File: src/rtl/hz_pkg.sv
// Shared encodings for the hazard control unit: operation classes, the
// "no register" ID, stage indices and the record header layout.
// Assumes 4-bit operation classes and 4-bit register IDs.
package hz_pkg;

    localparam int OP_W   = 4;
    localparam int REG_W  = 4;
    localparam int NUM_ST = 5;

    localparam int ST_F = 0;
    localparam int ST_D = 1;
    localparam int ST_E = 2;
    localparam int ST_M = 3;
    localparam int ST_W = 4;

    localparam logic [REG_W-1:0] REG_NONE = '1;

    typedef enum logic [OP_W-1:0] {
        OP_NOP    = 4'h1,
        OP_LOAD   = 4'h5,
        OP_ALU    = 4'h6,
        OP_BRANCH = 4'h7,
        OP_RETURN = 4'h9,
        OP_POP    = 4'hB
    } op_e;

    typedef struct packed {
        logic [OP_W-1:0]  op;
        logic [REG_W-1:0] src_a;
        logic [REG_W-1:0] src_b;
        logic [REG_W-1:0] dst_e;
        logic [REG_W-1:0] dst_m;
    } hdr_t;

    localparam int HDR_W = $bits(hdr_t);

    localparam hdr_t HDR_BUBBLE = '{op: OP_NOP, src_a: REG_NONE, src_b: REG_NONE,
                                    dst_e: REG_NONE, dst_m: REG_NONE};

    // True for classes that write a register from data memory.
    function automatic logic reads_memory(input logic [OP_W-1:0] op);
        return (op == OP_LOAD) || (op == OP_POP);
    endfunction

endpackage

File: src/rtl/hz_detect.sv
// Hazard detection: flags load-use, return in flight and mispredicted
// conditional jump from the D/E/M headers and the execute condition.
// Assumes REG_NONE never denotes a real register.
module hz_detect
    import hz_pkg::*;
(
    input  logic [OP_W-1:0]  dec_op,
    input  logic [REG_W-1:0] dec_src_a,
    input  logic [REG_W-1:0] dec_src_b,
    input  logic [OP_W-1:0]  exe_op,
    input  logic [REG_W-1:0] exe_dst_m,
    input  logic [OP_W-1:0]  mem_op,
    input  logic             exe_cond,
    output logic             load_use,
    output logic             ret_pending,
    output logic             br_mispredict
);

    logic dst_valid;
    logic src_hit;

    // Compare the memory destination in E with both decode sources.
    always_comb begin
        dst_valid = (exe_dst_m != REG_NONE);
        src_hit   = dst_valid && ((exe_dst_m == dec_src_a) || (exe_dst_m == dec_src_b));
        load_use  = reads_memory(exe_op) && src_hit;
    end

    // A return anywhere between decode and memory blocks fetch.
    always_comb begin
        ret_pending = (dec_op == OP_RETURN) || (exe_op == OP_RETURN) || (mem_op == OP_RETURN);
    end

    // Predicted-taken jump whose condition came out false.
    always_comb begin
        br_mispredict = (exe_op == OP_BRANCH) && !exe_cond;
    end

endmodule

File: src/rtl/hz_action.sv
// Action tables: turns the three hazard flags into per-stage stall and
// bubble requests, with load-use taking priority over return in decode.
// Assumes a load and a jump never sit in E together.
module hz_action
    import hz_pkg::*;
(
    input  logic              load_use,
    input  logic              ret_pending,
    input  logic              br_mispredict,
    output logic [NUM_ST-1:0] stall,
    output logic [NUM_ST-1:0] bubble
);

    // Merge the per-condition tables into one control word per stage.
    always_comb begin
        stall  = '0;
        bubble = '0;
        stall[ST_F]  = load_use || ret_pending;
        stall[ST_D]  = load_use;
        bubble[ST_D] = br_mispredict || (ret_pending && !load_use);
        bubble[ST_E] = br_mispredict || load_use;
    end

endmodule

File: src/rtl/hz_pipe_reg.sv
// Stage register with three update modes: load, hold (stall) and
// insert no-op (bubble). Bubble wins over stall. Reset loads BUBBLE_VAL.
module hz_pipe_reg #(
    parameter int             W          = 8,
    parameter logic [W-1:0]   BUBBLE_VAL = '0
) (
    input  logic         clk,
    input  logic         rst_n,
    input  logic         stall,
    input  logic         bubble,
    input  logic [W-1:0] d,
    output logic [W-1:0] q
);

    logic [W-1:0] q_r;

    // Select the next value according to the requested mode.
    always_ff @(posedge clk) begin
        if (!rst_n)       q_r <= BUBBLE_VAL;
        else if (bubble)  q_r <= BUBBLE_VAL;
        else if (!stall)  q_r <= d;
    end

    assign q = q_r;

    assert_reset_empty_R1: assert property (@(posedge clk)
        !rst_n |=> (q == BUBBLE_VAL));

    assert_bubble_nop_R8: assert property (@(posedge clk) disable iff (!rst_n)
        bubble |=> (q == BUBBLE_VAL));

    assert_stall_hold_R8: assert property (@(posedge clk) disable iff (!rst_n)
        (stall && !bubble) |=> $stable(q));

    assert_normal_load_R8: assert property (@(posedge clk) disable iff (!rst_n)
        (!stall && !bubble) |=> (q == $past(d)));

endmodule

File: src/rtl/hz_ctrl_unit.sv
// Top: five stage registers plus hazard detection and action logic.
// Control is combinational from the stored D/E/M records and takes
// effect at the next rising edge. Record = {header, tag}.
module hz_ctrl_unit
    import hz_pkg::*;
#(
    parameter int              TAG_W    = 8,
    parameter int              PC_W     = 16,
    parameter logic [PC_W-1:0] PC_RESET = '0,
    localparam int             REC_W    = HDR_W + TAG_W
) (
    input  logic              clk,
    input  logic              rst_n,
    input  logic [PC_W-1:0]   next_pc,
    output logic [PC_W-1:0]   pc_q,
    input  logic [REC_W-1:0]  dec_in,
    output logic [REC_W-1:0]  dec_q,
    input  logic [REC_W-1:0]  exe_in,
    output logic [REC_W-1:0]  exe_q,
    input  logic [REC_W-1:0]  mem_in,
    output logic [REC_W-1:0]  mem_q,
    input  logic [REC_W-1:0]  wb_in,
    output logic [REC_W-1:0]  wb_q,
    input  logic              exe_cond,
    output logic [NUM_ST-1:0] stage_stall,
    output logic [NUM_ST-1:0] stage_bubble
);

    localparam logic [REC_W-1:0] BUBBLE_REC = {HDR_BUBBLE, {TAG_W{1'b0}}};

    logic [REC_W-1:0] rec_in [ST_D:ST_W];
    logic [REC_W-1:0] rec_q  [ST_D:ST_W];
    hdr_t             dec_hdr, exe_hdr, mem_hdr;
    logic             lu_flag, ret_flag, mis_flag;

    assign rec_in[ST_D] = dec_in;
    assign rec_in[ST_E] = exe_in;
    assign rec_in[ST_M] = mem_in;
    assign rec_in[ST_W] = wb_in;

    assign dec_q = rec_q[ST_D];
    assign exe_q = rec_q[ST_E];
    assign mem_q = rec_q[ST_M];
    assign wb_q  = rec_q[ST_W];

    // Fetch register holds the predicted PC; it is never bubbled in practice.
    hz_pipe_reg #(.W(PC_W), .BUBBLE_VAL(PC_RESET)) u_fetch_reg (
        .clk    (clk),
        .rst_n  (rst_n),
        .stall  (stage_stall[ST_F]),
        .bubble (stage_bubble[ST_F]),
        .d      (next_pc),
        .q      (pc_q)
    );

    // One instruction-record register per later stage.
    for (genvar s = ST_D; s <= ST_W; s++) begin : g_stage
        hz_pipe_reg #(.W(REC_W), .BUBBLE_VAL(BUBBLE_REC)) u_reg (
            .clk    (clk),
            .rst_n  (rst_n),
            .stall  (stage_stall[s]),
            .bubble (stage_bubble[s]),
            .d      (rec_in[s]),
            .q      (rec_q[s])
        );
    end

    assign dec_hdr = hdr_t'(rec_q[ST_D][REC_W-1 -: HDR_W]);
    assign exe_hdr = hdr_t'(rec_q[ST_E][REC_W-1 -: HDR_W]);
    assign mem_hdr = hdr_t'(rec_q[ST_M][REC_W-1 -: HDR_W]);

    hz_detect u_detect (
        .dec_op        (dec_hdr.op),
        .dec_src_a     (dec_hdr.src_a),
        .dec_src_b     (dec_hdr.src_b),
        .exe_op        (exe_hdr.op),
        .exe_dst_m     (exe_hdr.dst_m),
        .mem_op        (mem_hdr.op),
        .exe_cond      (exe_cond),
        .load_use      (lu_flag),
        .ret_pending   (ret_flag),
        .br_mispredict (mis_flag)
    );

    hz_action u_action (
        .load_use      (lu_flag),
        .ret_pending   (ret_flag),
        .br_mispredict (mis_flag),
        .stall         (stage_stall),
        .bubble        (stage_bubble)
    );

    assert_lu_action_R2: assert property (@(posedge clk) disable iff (!rst_n)
        lu_flag |-> (stage_stall[ST_F] && stage_stall[ST_D] && stage_bubble[ST_E]));

    assert_none_reg_R3: assert property (@(posedge clk) disable iff (!rst_n)
        (exe_hdr.dst_m == REG_NONE) |-> !lu_flag);

    assert_ret_action_R4: assert property (@(posedge clk) disable iff (!rst_n)
        (ret_flag && !lu_flag) |-> (stage_stall[ST_F] && stage_bubble[ST_D]));

    assert_mis_action_R5: assert property (@(posedge clk) disable iff (!rst_n)
        mis_flag |-> (stage_bubble[ST_D] && stage_bubble[ST_E] && !stage_stall[ST_D]));

    assert_ret_lu_prio_R7: assert property (@(posedge clk) disable iff (!rst_n)
        (ret_flag && lu_flag) |=> $stable(dec_q));

    assert_mis_clears_R5: assert property (@(posedge clk) disable iff (!rst_n)
        mis_flag |=> (dec_q == BUBBLE_REC && exe_q == BUBBLE_REC));

    assert_exclusive_R10: assert property (@(posedge clk) disable iff (!rst_n)
        $countones(stage_stall & stage_bubble) == 0);

endmodule

File: config.mk
export PLATFORM = sky130hd
export DESIGN_NAME = hz_ctrl_unit
export DESIGN_NICKNAME = d
export VERILOG_FILES = /design/src/rtl/hz_pkg.sv /design/src/rtl/hz_detect.sv /design/src/rtl/hz_action.sv /design/src/rtl/hz_pipe_reg.sv /design/src/rtl/hz_ctrl_unit.sv
export SDC_FILE = /design/constraint.sdc
export NUM_CORES = 1
export LEC_CHECK = 0
export BUFFER_PORTS_ARGS = -buffer_cell sky130_fd_sc_hd__buf_2
export CAP_MARGIN = 20
export CORE_ASPECT_RATIO = 1.1
export CORE_MARGIN = 2
export CORE_UTILIZATION = 30
export DETAILED_ROUTE_END_ITERATION = 8
export HOLD_SLACK_MARGIN = 0.03
export SETUP_SLACK_MARGIN = 0.02
export SKIP_CTS_REPAIR_TIMING = 1
export SYNTH_ARGS = -nofsm -noshare
export SYNTH_HDL_FRONTEND = slang
export SYNTH_SLANG_ARGS = --single-unit
File: constraint.sdc
create_clock -name clk -period 1.6 [get_ports clk]
set_input_delay 0.08 -clock clk [delete_from_list [all_inputs] [get_ports clk]]
set_output_delay 0.08 -clock clk [all_outputs]
set_load 0.005 [all_outputs]
==> qor.yml, run 1 <==
synthesis:
  synth_ff_type: "dfxtp_1"
  yosys.area_share.simple: 0.243
  yosysSeqAreaShare: 0.600
  ys_async_sr_fraction: 0
  yosys_register_bits: 128
  synth.avg_cell_area_um2: 10.3
  synth-edff-count: 0
  muxShareOfSynthArea: 0
  synthAdderAreaFrac: 0
  ys_types: 34
  synth_xor_area_frac: 0.0164
  postSynthCellCount: 416
  ys_warn_count: 0
  synthesis.area_mm2: 0.00427
  synth_compound_area_frac: 0.0876
  synth_top_family_by_area: "simple AND/OR/NAND/NOR gates"
setup_path:
  r2r-start: "g_stage[2].u_reg.q[8]"
  crit_arrival_ns: 1.84
  critPathTopFamily: "buffers and inverters"
  cp_data_required_time_ns: 1.52
  ff2ff_path_depth: 10
  r2r-end: "g_stage[1].u_reg.q[15]"
  critPathMostFrequentCell: "buf_12"
  rrSetupSlack_ns: -0.26
  cp_max_fo: 6
  cp_num_buf_inv: 4
  worstPathCellList: "xor2_2 > nor4_4 > o21ai_4 > inv_4 > buf_12 > buf_12 > buf_6"
  cp-end-kind: "primary output"
  crit_type: "reg2out"
  cpPeakStageDelay_ns: 0.37
  critPathSlowestCell: "dfxtp_4"
  startpoint_type: "flip-flop"
drt:
  drt_iter0_markers: 158
  drt_wl_total_mm: 15.5
  wl_per_cell_um: 14.8
  drc: 0
  drtAntennaViolNets: 0
  first_pass_iters: 4
  vias_per_cell: 4.38
  via_count: 4583
cells_and_area:
  seq_area_mm2: 0.00258
  finalInstanceArea_mm2: 0.00839
  multiInputGateArea_mm2: 0.00176
  drive_gt1_frac: 0.484
  nets: 976
  nFillCells: 1131
  syn2layout_area_growth_pct: 96.4
  n_antenna_cell: 0
floorplanning:
  rows: 45
  fp.dieW_um: 118
  io_pins: 269
  core_mm2: 0.0139
  initial_utilization: 0.308
  dieArea_mm2: 0.0152
  dieHeight_um: 129
cts:
  cts_sinks: 128
  cts_made_buffers: 17
  clockBufferDepth: 2
  insertion_delay_ns: 0.40
  cts_tree: "yes"
  cts.clk_slew.worst_paths_ns: 0.06
  htreeDepth: 4
  cts_root_buf: "clkbuf_16"
grt:
  grt_max_degree: 41
  globalRouteTotalUtil: 0.158
  antenna_found_initial: 0
  grt_pass1_wl_mm: 18.8
  grt_pass1_vias: 3869
  overflow: 0
sta:
  finalHoldViolCount: 0
  grt_setup_unrepaired: "yes"
  period_needed_ns: 1.92
  fin_setup_tns_ns: -6.88
  period_share: 1.20
  clock.fmax_mhz: 522
  finalSetupViolations: 57
  layout_setup_ws_ns: -0.317
  skew_ns: 0.00430
  drv_slew: 0
placement:
  numPortBuffers: 262
  gp_congestion: 0.730
  place_hpwl_mm: 9.48
  placed_cell_area_mm2: 0.00597
min_path:
  min_path_type: "in2reg"
  whs_endpoint: "g_stage[3].u_reg.q[14]"
  hp-start: "rst_n"
  whs_path_depth: 3
run_status:
  status: "complete, but fails checks"
  violations: "negative setup slack"
power_and_ir_drop:
  p_leak_uw: 0.00386
  cellPowerDensity_mw_per_mm2: 1060
  ir_drop_mv: 0.703
run:
  max_cap_viol_count: 0
[registers in the layout (all words and copies together), names as in the netlist]
register	count
u_fetch_reg.q	16
g_stage.u_reg.q	112
[synth_stat cells, types with 12 or more instances]
cell type  count  area (um2)
a21oi_1       33         165
and2_1        22         138
buf_4         12        90.1
clkbuf_1      17        63.8
dfxtp_1      128        2560
nand2_1       13        48.8
nand2b_1      34         213
nand3_1       17        85.1
nor2_1        17        63.8
nor3_1        17        85.1
o21ai_0       18        90.1
or3_1         18         113
[per-layer routing]
| layer | vias to the layer above | track usage | share of wire |
|---|---|---|---|
| met5 | - | 0 | 0 |
| met4 | 0 | 0.0602 | 0.014 |
| met3 | 17 | 0.0638 | 0.068 |
| met2 | 168 | 0.283 | 0.54 |
| met1 | 2166 | 0.169 | 0.38 |
| li1 | 2232 | - | - |
[layout by cell type, fill, tap and decap left out, types with 2 or more instances in the layout]
cell           instances
nand2b_1              34
nand2_4                3
nor4_4                 2
nand3_2               10
dfxtp_1              117
clkinv_4               4
dfxtp_2                8
nor3_1                 3
conb_1                 6
buf_8                  2
dlygate4sd3_1        131
nand2_1               11
clkbuf_16             20
buf_4                 34
buf_6                  8
and4bb_2               3
clkbuf_8               2
nor3_4                 6
clkinvlp_4             3
clkinv_2               3
and2_1                22
o21ai_0               17
buf_2                259
nor3_2                 9
inv_1                  2
bufinv_16              3
xor2_2                 8
buf_12                 6
a21oi_1               31
nor2_1                17
and3_1                11
dfxtp_4                3
a21oi_2                2
nand3_1               17
o21ai_2               11
or3_1                 17
[cell type report]
cell class,count,area share
multi-input cells,252,0.210
clock buffers,19,0.0540
clock inverters,13,0.0194
repair buffers,443,0.379
inverters,3,0.00164
flip-flops and latches,128,0.308
well taps,188,0.0280
[tightest hold or removal path: cells and delay by family]
| family | cells | cell delay, ns |
|---|---|---|
| AND/OR/NAND/NOR | 1 | 0.07 |
| buffers and inverters | 2 | 0.36 |
[cell families after synthesis]
kind of cell / Yosys count
flip-flops: 128
other: 1
AND/OR/NAND/NOR: 172
XOR/XNOR: 8
AO/OA/AOI/OAI: 65
buffers and inverters: 42
[where the power goes]
part	leakage (uW)	internal, uW	switching, uW	total, uW
Combinational	0.00250	834	627	1460
Sequential	0.00106	3420	111	3530
Clock	0.000295	2530	1410	3940
Total	0.00386	6780	2150	8930
[worst max-delay path by stage]
stage | start | to | slack [ns] | cells after the start
6_report | g_stage[2].u_reg.q[8] | stage_stall[1] | -0.32 | 7
3_3_place_gp | g_stage[2].u_reg.q[9] | stage_bubble[1] | -0.05 | 8
3_5_place_dp | g_stage[2].u_reg.q[8] | g_stage[1].u_reg.q[11] | -0.12 | 9
4_1_cts | g_stage[2].u_reg.q[8] | stage_stall[0] | -0.51 | 8
5_1_grt | g_stage[2].u_reg.q[8] | stage_stall[1] | -0.39 | 7
2_1_floorplan | g_stage[1].u_reg.q[25] | u_fetch_reg.q[12] | 0.01 | 6
[metrics by stage]
| stage | cells | utilization | hold slack (ns) | setup WS [ns] | total power, uW |
|---|---|---|---|---|---|
| after floorplan | 421 | - | 0.181 | 0.0145 | 4040 |
| after global placement | 866 | 0.431 | 0.260 | -0.0460 | 4580 |
| after detailed placement | 866 | 0.431 | 0.264 | -0.122 | 4620 |
| after CTS | 898 | 0.475 | -0.171 | -0.511 | 8580 |
| after global routing | 1046 | 0.606 | 0.156 | -0.390 | 9320 |
| final | 1046 | 0.606 | 0.144 | -0.317 | 8930 |
Note: power is estimated with default switching activity, not from simulation.
==> inputs of run 2 (changes only) <==
--- a/config.mk
+++ b/config.mk
@@ -12,6 +12,7 @@
 export CORE_UTILIZATION = 30
 export DETAILED_ROUTE_END_ITERATION = 8
 export HOLD_SLACK_MARGIN = 0.03
+export PLACE_DENSITY = 0.7
 export SETUP_SLACK_MARGIN = 0.02
 export SKIP_CTS_REPAIR_TIMING = 1
 export SYNTH_ARGS = -nofsm -noshare
==> constraint.sdc (replaced) <==
create_clock -name clk -period 2.15 [get_ports clk]
set_input_delay 0.1075 -clock clk [delete_from_list [all_inputs] [get_ports clk]]
set_output_delay 0.1075 -clock clk [all_outputs]
set_load 0.005 [all_outputs]
==> qor.yml, run 2 (synthesized netlist as in run 1, its figures left out) <==
cts:
  cts_tree: "yes"
  htreeDepth: 4  # unchanged
  insertion_delay_ns: 0.41  # about the same
  cts_root_buf: "clkbuf_16"
  cts_sinks: 128  # unchanged
  cts.clk_slew.worst_paths_ns: 0.06  # about the same
  clockBufferDepth: 2  # unchanged
  cts_made_buffers: 17  # unchanged
power_and_ir_drop:
  ir_drop_mv: 0.460  # -35%
  pwr-share-clk: 0.418  # -0.023
  p_int_uw: 4570  # -33%
  p_leak_uw: 0.00354  # -8.3%
  cellPowerDensity_mw_per_mm2: 796  # -25%
  pwr-share-seq: 0.431  # +0.036
  finalPower_uw: 6070  # -32%
  swShare: 0.248  # +0.00754
  p_comb_frac: 0.151  # -0.013
  p_switching_uw: 1500  # -30%
drt:
  drt_iter0_markers: 199  # +26%
  drt_wl_total_mm: 14.9  # -3.8%
  wl_per_cell_um: 14.8  # +0.23%
  drtAntennaViolNets: 0  # unchanged
  vias_per_cell: 4.34  # -0.91%
  via_count: 4359  # -4.9%
  drc: 0  # unchanged
  first_pass_iters: 7  # +3
sta:
  period_share: 0.931
  finalSetupViolations: 0  # -100%
  fin_setup_tns_ns: 0  # +6.88 ns
  skew_ns: 0.00712  # +0.00282 ns
  drv_slew: 0  # unchanged
  clock.fmax_mhz: 500
  relSlewSlack: 0.626
  finalHoldViolCount: 0  # unchanged
  grt_setup_unrepaired: "no"
  tightest_slew_ns: 0.561
  layout_setup_ws_ns: 0.148  # +0.465 ns
  period_needed_ns: 2.00
cells_and_area:
  nets: 935  # -4.2%
  syn2layout_area_growth_pct: 78.5
  drive_gt1_frac: 0.412  # -0.0714
  largest_reg_flops: 112  # unchanged
  final_common_cell: "buf_2"
  final_cell_mix: "buf_2, dlygate4sd3_1, dfxtp_1"
  finalInstanceArea_mm2: 0.00762  # -9.1%
run:
  max_cap_viol_count: 0  # unchanged
min_path:
  min_path_type: "in2reg"
grt:
  antenna_found_initial: 0  # unchanged
  globalRouteTotalUtil: 0.155  # -0.00342
  grt_max_degree: 52  # +27%
  grt_pass1_vias: 3593  # -7.1%
  grt_pass1_wl_mm: 18.2  # -2.8%
  overflow: 0  # unchanged
floorplanning:
  dieHeight_um: 129  # unchanged
  fp.dieW_um: 118  # unchanged
  io_pins: 269  # unchanged
  initial_utilization: 0.308  # unchanged
  rows: 45  # unchanged
  core_mm2: 0.0139  # unchanged
  dieArea_mm2: 0.0152  # unchanged
setup_path:
  crit_arrival_ns: 1.89  # +0.05 ns
  cp_max_fo: 18  # +12
  critPathTopFamily: "buffers and inverters"
  cpPeakStageDelay_ns: 0.34  # -0.03 ns
  startpoint_type: "flip-flop"
  cp-end-kind: "primary output"
  crit_type: "reg2out"
  critPathSlowestCell: "dfxtp_1"
  cp_data_required_time_ns: 2.04  # +0.52 ns
  cp_num_buf_inv: 4  # unchanged
  worstPathCellList: "xor2_1 > nor4_2 > buf_4 > o21ai_4 > inv_4 > buf_12 > buf_2"
placement:
  post-place-ws_ns: 0.264  # +0.386 ns
  numPortBuffers: 262  # unchanged
  place_hpwl_mm: 8.84  # -6.7%
  gp_congestion: 0.814  # +11%
  placed_cell_area_mm2: 0.00572  # -4.1%
run_status:
  status: "finished clean"
## run 2: changes by cell type in the layout (fill, tap and decap cells not counted), sizes merged
cell / previous run / this run
nand2: 15 / 14
buf: 309 / 273
clkinvlp: 3 / 5
clkinv: 7 / 5
bufinv: 3 / 0
diode: 0 / 1
dlygate4sd3: 131 / 128
## run 2: final timing paths
path                     startpoint                endpoint  slack (ns)  cells after the start
max reg2reg   g_stage[2].u_reg.q[9]  g_stage[2].u_reg.q[11]        0.31                      7
max          g_stage[1].u_reg.q[17]          stage_stall[1]        0.15                      7
min                           rst_n  g_stage[3].u_reg.q[18]        0.08                      2
min reg2reg   g_stage[1].u_reg.q[4]   g_stage[1].u_reg.q[4]        0.45                      2
## run 2: worst reg2reg max path, delay by kind of cell, from the launching register on
kind / cells / cell delay [ns]
AOI/OAI and AO/OA: 1 / 0.22
DFF: 1 / 0.41
buffers and inverters: 3 / 0.43
xor gates and xnor gates: 1 / 0.21
and+or+nand+nor: 2 / 0.46
## run 2: cell type report
class / instances / area [um2]
antenna: 1 / 2.50
sequential: 128 / 2560
clock buffer: 20 / 457
tap: 188 / 235
multi-input combinational: 251 / 1520
inverter: 3 / 13.8
clock inverter: 10 / 66.3
timing repair buffer: 403 / 2760
fill: 1231 / 6230
## run 2: per-layer routing
| metal | global-route usage | vias up | wire length (um) |
|---|---|---|---|
| li1 | - | 2154 | - |
| met1 | 0.172 | 1998 | 5830 |
| met2 | 0.265 | 177 | 7860 |
| met3 | 0.0577 | 30 | 877 |
| met4 | 0.0751 | 0 | 316 |
| met5 | 0 | - | 0 |
## run 2: stage by stage
step / hold WS, ns / util / instances
4_1_cts: -0.146 / 0.451 / 872
5_1_grt: 0.0892 / 0.550 / 1003
6_report: 0.0797 / 0.550 / 1004
2_1_floorplan: 0.209 / - / 421
3_3_place_gp: 0.287 / 0.413 / 842
3_5_place_dp: 0.291 / 0.413 / 842
## run 2: power groups by stage
stage	logic (uW)	clock network (uW)	registers, uW
2_1_floorplan	320	0	2680
3_3_place_gp	695	0	2660
3_5_place_dp	700	0	2660
4_1_cts	702	2600	2610
5_1_grt	1000	2720	2630
6_report	918	2540	2620
==> inputs of run 3 (changes only) <==
--- a/config.mk
+++ b/config.mk
@@ -5,6 +5,7 @@
 export SDC_FILE = /design/constraint.sdc
 export NUM_CORES = 1
 export LEC_CHECK = 0
+export ABC_AREA = 1
 export BUFFER_PORTS_ARGS = -buffer_cell sky130_fd_sc_hd__buf_2
 export CAP_MARGIN = 20
 export CORE_ASPECT_RATIO = 1.1
@@ -12,7 +13,7 @@
 export CORE_UTILIZATION = 30
 export DETAILED_ROUTE_END_ITERATION = 8
 export HOLD_SLACK_MARGIN = 0.03
-export PLACE_DENSITY = 0.7
+export PLACE_DENSITY = 0.68
 export SETUP_SLACK_MARGIN = 0.02
 export SKIP_CTS_REPAIR_TIMING = 1
 export SYNTH_ARGS = -nofsm -noshare
==> qor.yml, run 3 <==
cts:
  clockBufferDepth: 2  # unchanged
  insertion_delay_ns: 0.42  # about the same
  cts_made_buffers: 17  # unchanged
  cts_sinks: 128  # unchanged
  cts.clk_slew.worst_paths_ns: 0.06  # about the same
  cts_root_buf: "clkbuf_16"
  cts_tree: "yes"
  htreeDepth: 4  # unchanged
floorplanning:
  initial_utilization: 0.304  # -0.00382
  core_mm2: 0.0156  # +13%
  io_pins: 269  # unchanged
  rows: 48  # +6.7%
  dieArea_mm2: 0.0169  # +11%
  dieHeight_um: 136  # +5.3%
  fp.dieW_um: 124  # +5.3%
power_and_ir_drop:
  p_leak_uw: 0.00442  # +25%
  finalPower_uw: 6560  # +8.0%
  cellPowerDensity_mw_per_mm2: 837  # +5.1%
  ir_drop_mv: 0.489  # +6.4%
synthesis:
  synth-edff-count: 0  # unchanged
  ys_warn_count: 0  # unchanged
  yosysSeqAreaShare: 0.539  # -0.0611
  yosys_register_bits: 128  # unchanged
  synth_top_area_share: 0.539  # -0.0611
  synthesis.area_mm2: 0.00475  # +11%
  postSynthCellCount: 612  # +47%
  ys_top_cells_by_area: "dfxtp_1, nand2_1, inv_1, nand3_1, nor2_1"
  synth.avg_cell_area_um2: 7.77  # -24%
  synthTopCellsByCount: "nand2_1, dfxtp_1, inv_1"
  ys_types: 26  # -24%
  synth_ff_type: "dfxtp_1"
  ys_async_sr_fraction: 0  # unchanged
  synth_top_area_cell: "dfxtp_1"
  post-synth-top-count-cell: "nand2_1"
grt:
  antenna_found_initial: 1  # +1
  grt_pass1_wl_mm: 19.1  # +4.9%
  grt_pass1_vias: 3987  # +11%
  grt_max_degree: 41  # -21%
  globalRouteTotalUtil: 0.149  # -0.00551
  overflow: 0  # unchanged
sta:
  fin_setup_tns_ns: 0  # unchanged
  period_needed_ns: 1.99  # -0.0149 ns
  skew_ns: 0.0104  # +0.00330 ns
  whs_ns: -0.00869  # -0.0884 ns
  clock.fmax_mhz: 503  # +0.75%
  finalHoldViolCount: 1  # +1
  grt_setup_unrepaired: "yes"
  period_share: 0.924  # -0.00693
  finalSetupViolations: 0  # unchanged
  drv_slew: 0  # unchanged
placement:
  numPortBuffers: 262  # unchanged
  place_hpwl_mm: 9.47  # +7.1%
  gp_congestion: 0.808  # -0.64%
setup_path:
  startpoint_type: "flip-flop"
  crit_type: "reg2out"
  r2r-start: "g_stage[2].u_reg.q[10]"
  rrSetupSlack_ns: 0.31  # about the same
  r2r-end: "g_stage[1].u_reg.q[27]"
  cp_max_fo: 40  # +22
  crit_arrival_ns: 1.88  # about the same
  ff2ff_path_depth: 11  # +4
  cp-end-kind: "primary output"
  cp_data_required_time_ns: 2.04  # about the same
  crit_end: "stage_stall[0]"
  critPathLaunch: "g_stage[2].u_reg.q[10]"
drt:
  wl_per_cell_um: 12.7  # -15%
  first_pass_iters: 4  # -3
  drt_iter0_markers: 154  # -23%
  drc: 0  # unchanged
  vias_per_cell: 4.08  # -6.0%
  via_count: 4850  # +11%
  drtAntennaViolNets: 0  # unchanged
  drt_wl_total_mm: 15.0  # +0.98%
run_status:
  status: "complete, but fails checks"
  violations: "negative hold slack"
cells_and_area:
  drive_gt1_frac: 0.339  # -0.0729
  final_cell_mix: "buf_2, nand2_1, dfxtp_1"
  final_common_cell: "buf_2"
  syn2layout_area_growth_pct: 64.8
  nFillCells: 1427  # +16%
  nets: 1105  # +18%
  largest_reg_flops: 112  # unchanged
min_path:
  min_path_type: "in2reg"
run:
  max_cap_viol_count: 0  # unchanged
==> run 3: logic make-up after synthesis <==
| logic type | Yosys count | synth area share |
|---|---|---|
| compound gates | 18 | 0.0221 |
| other cells | 1 | 0.000789 |
| simple gates | 295 | 0.279 |
| flops | 128 | 0.539 |
| buf+inv | 170 | 0.159 |
==> run 3: cell type report <==
cell class / instances / area [um2] / area share
clock buffer: 19 / 453 / 0.0578
sequential: 128 / 2560 / 0.327
clock inverter: 13 / 153 / 0.0195
inverter: 130 / 488 / 0.0623
tap: 200 / 250 / 0.0319
timing repair buffer: 378 / 2460 / 0.314
multi-input combinational: 319 / 1460 / 0.187
antenna: 1 / 2.50 / 0.000319
==> run 3: metrics by stage <==
step	worst slack [ns]	instance area, um2	utilization	hold slack [ns]	instances
global route	0.0186	7830	0.502	0.0289	1187
floorplan	0.671	4770	-	0.192	617
detailed placement	0.148	6140	0.393	0.281	1046
finish	0.163	7840	0.502	-0.00869	1188
CTS	-0.129	6740	0.432	-0.167	1078
global placement	0.208	6140	0.393	0.275	1046
==> run 3: power breakdown <==
part	internal (uW)	switching, uW
sequential	2550	76.0
clock	1790	1130
combinational	502	507
==> run 3: worst min-delay path by stage <==
stage	from	end	slack, ns	cells after the start
final	dec_in[13]	g_stage[1].u_reg.q[13]	-0.009	5
after global routing	dec_in[13]	g_stage[1].u_reg.q[13]	0.03	5
after CTS	wb_in[23]	g_stage[4].u_reg.q[23]	-0.17	3
after detailed placement	mem_in[13]	g_stage[3].u_reg.q[13]	0.28	3
after global placement	wb_in[9]	g_stage[4].u_reg.q[9]	0.28	3
after floorplan	mem_in[10]	g_stage[3].u_reg.q[10]	0.19	2
==> run 3: layer usage <==
metal / track usage / wire, um / vias up
met1: 0.160 / 5960 / 2130
met5: 0 / 0 / -
met2: 0.251 / 7470 / 184
met4: 0.0787 / 478 / 0
met3: 0.0608 / 1130 / 34
li1: - / - / 2502
==> run 3: worst max-delay path: stages, from the launching register on <==
cell     delay (ns)
dfxtp_1        0.41
inv_2          0.06
nand2_1        0.05
nand2_1        0.05
nor2_1         0.12
nand2_1        0.08
nand2_2        0.09
nand2_4        0.17
buf_12         0.24
nand2_1        0.07
buf_2          0.11
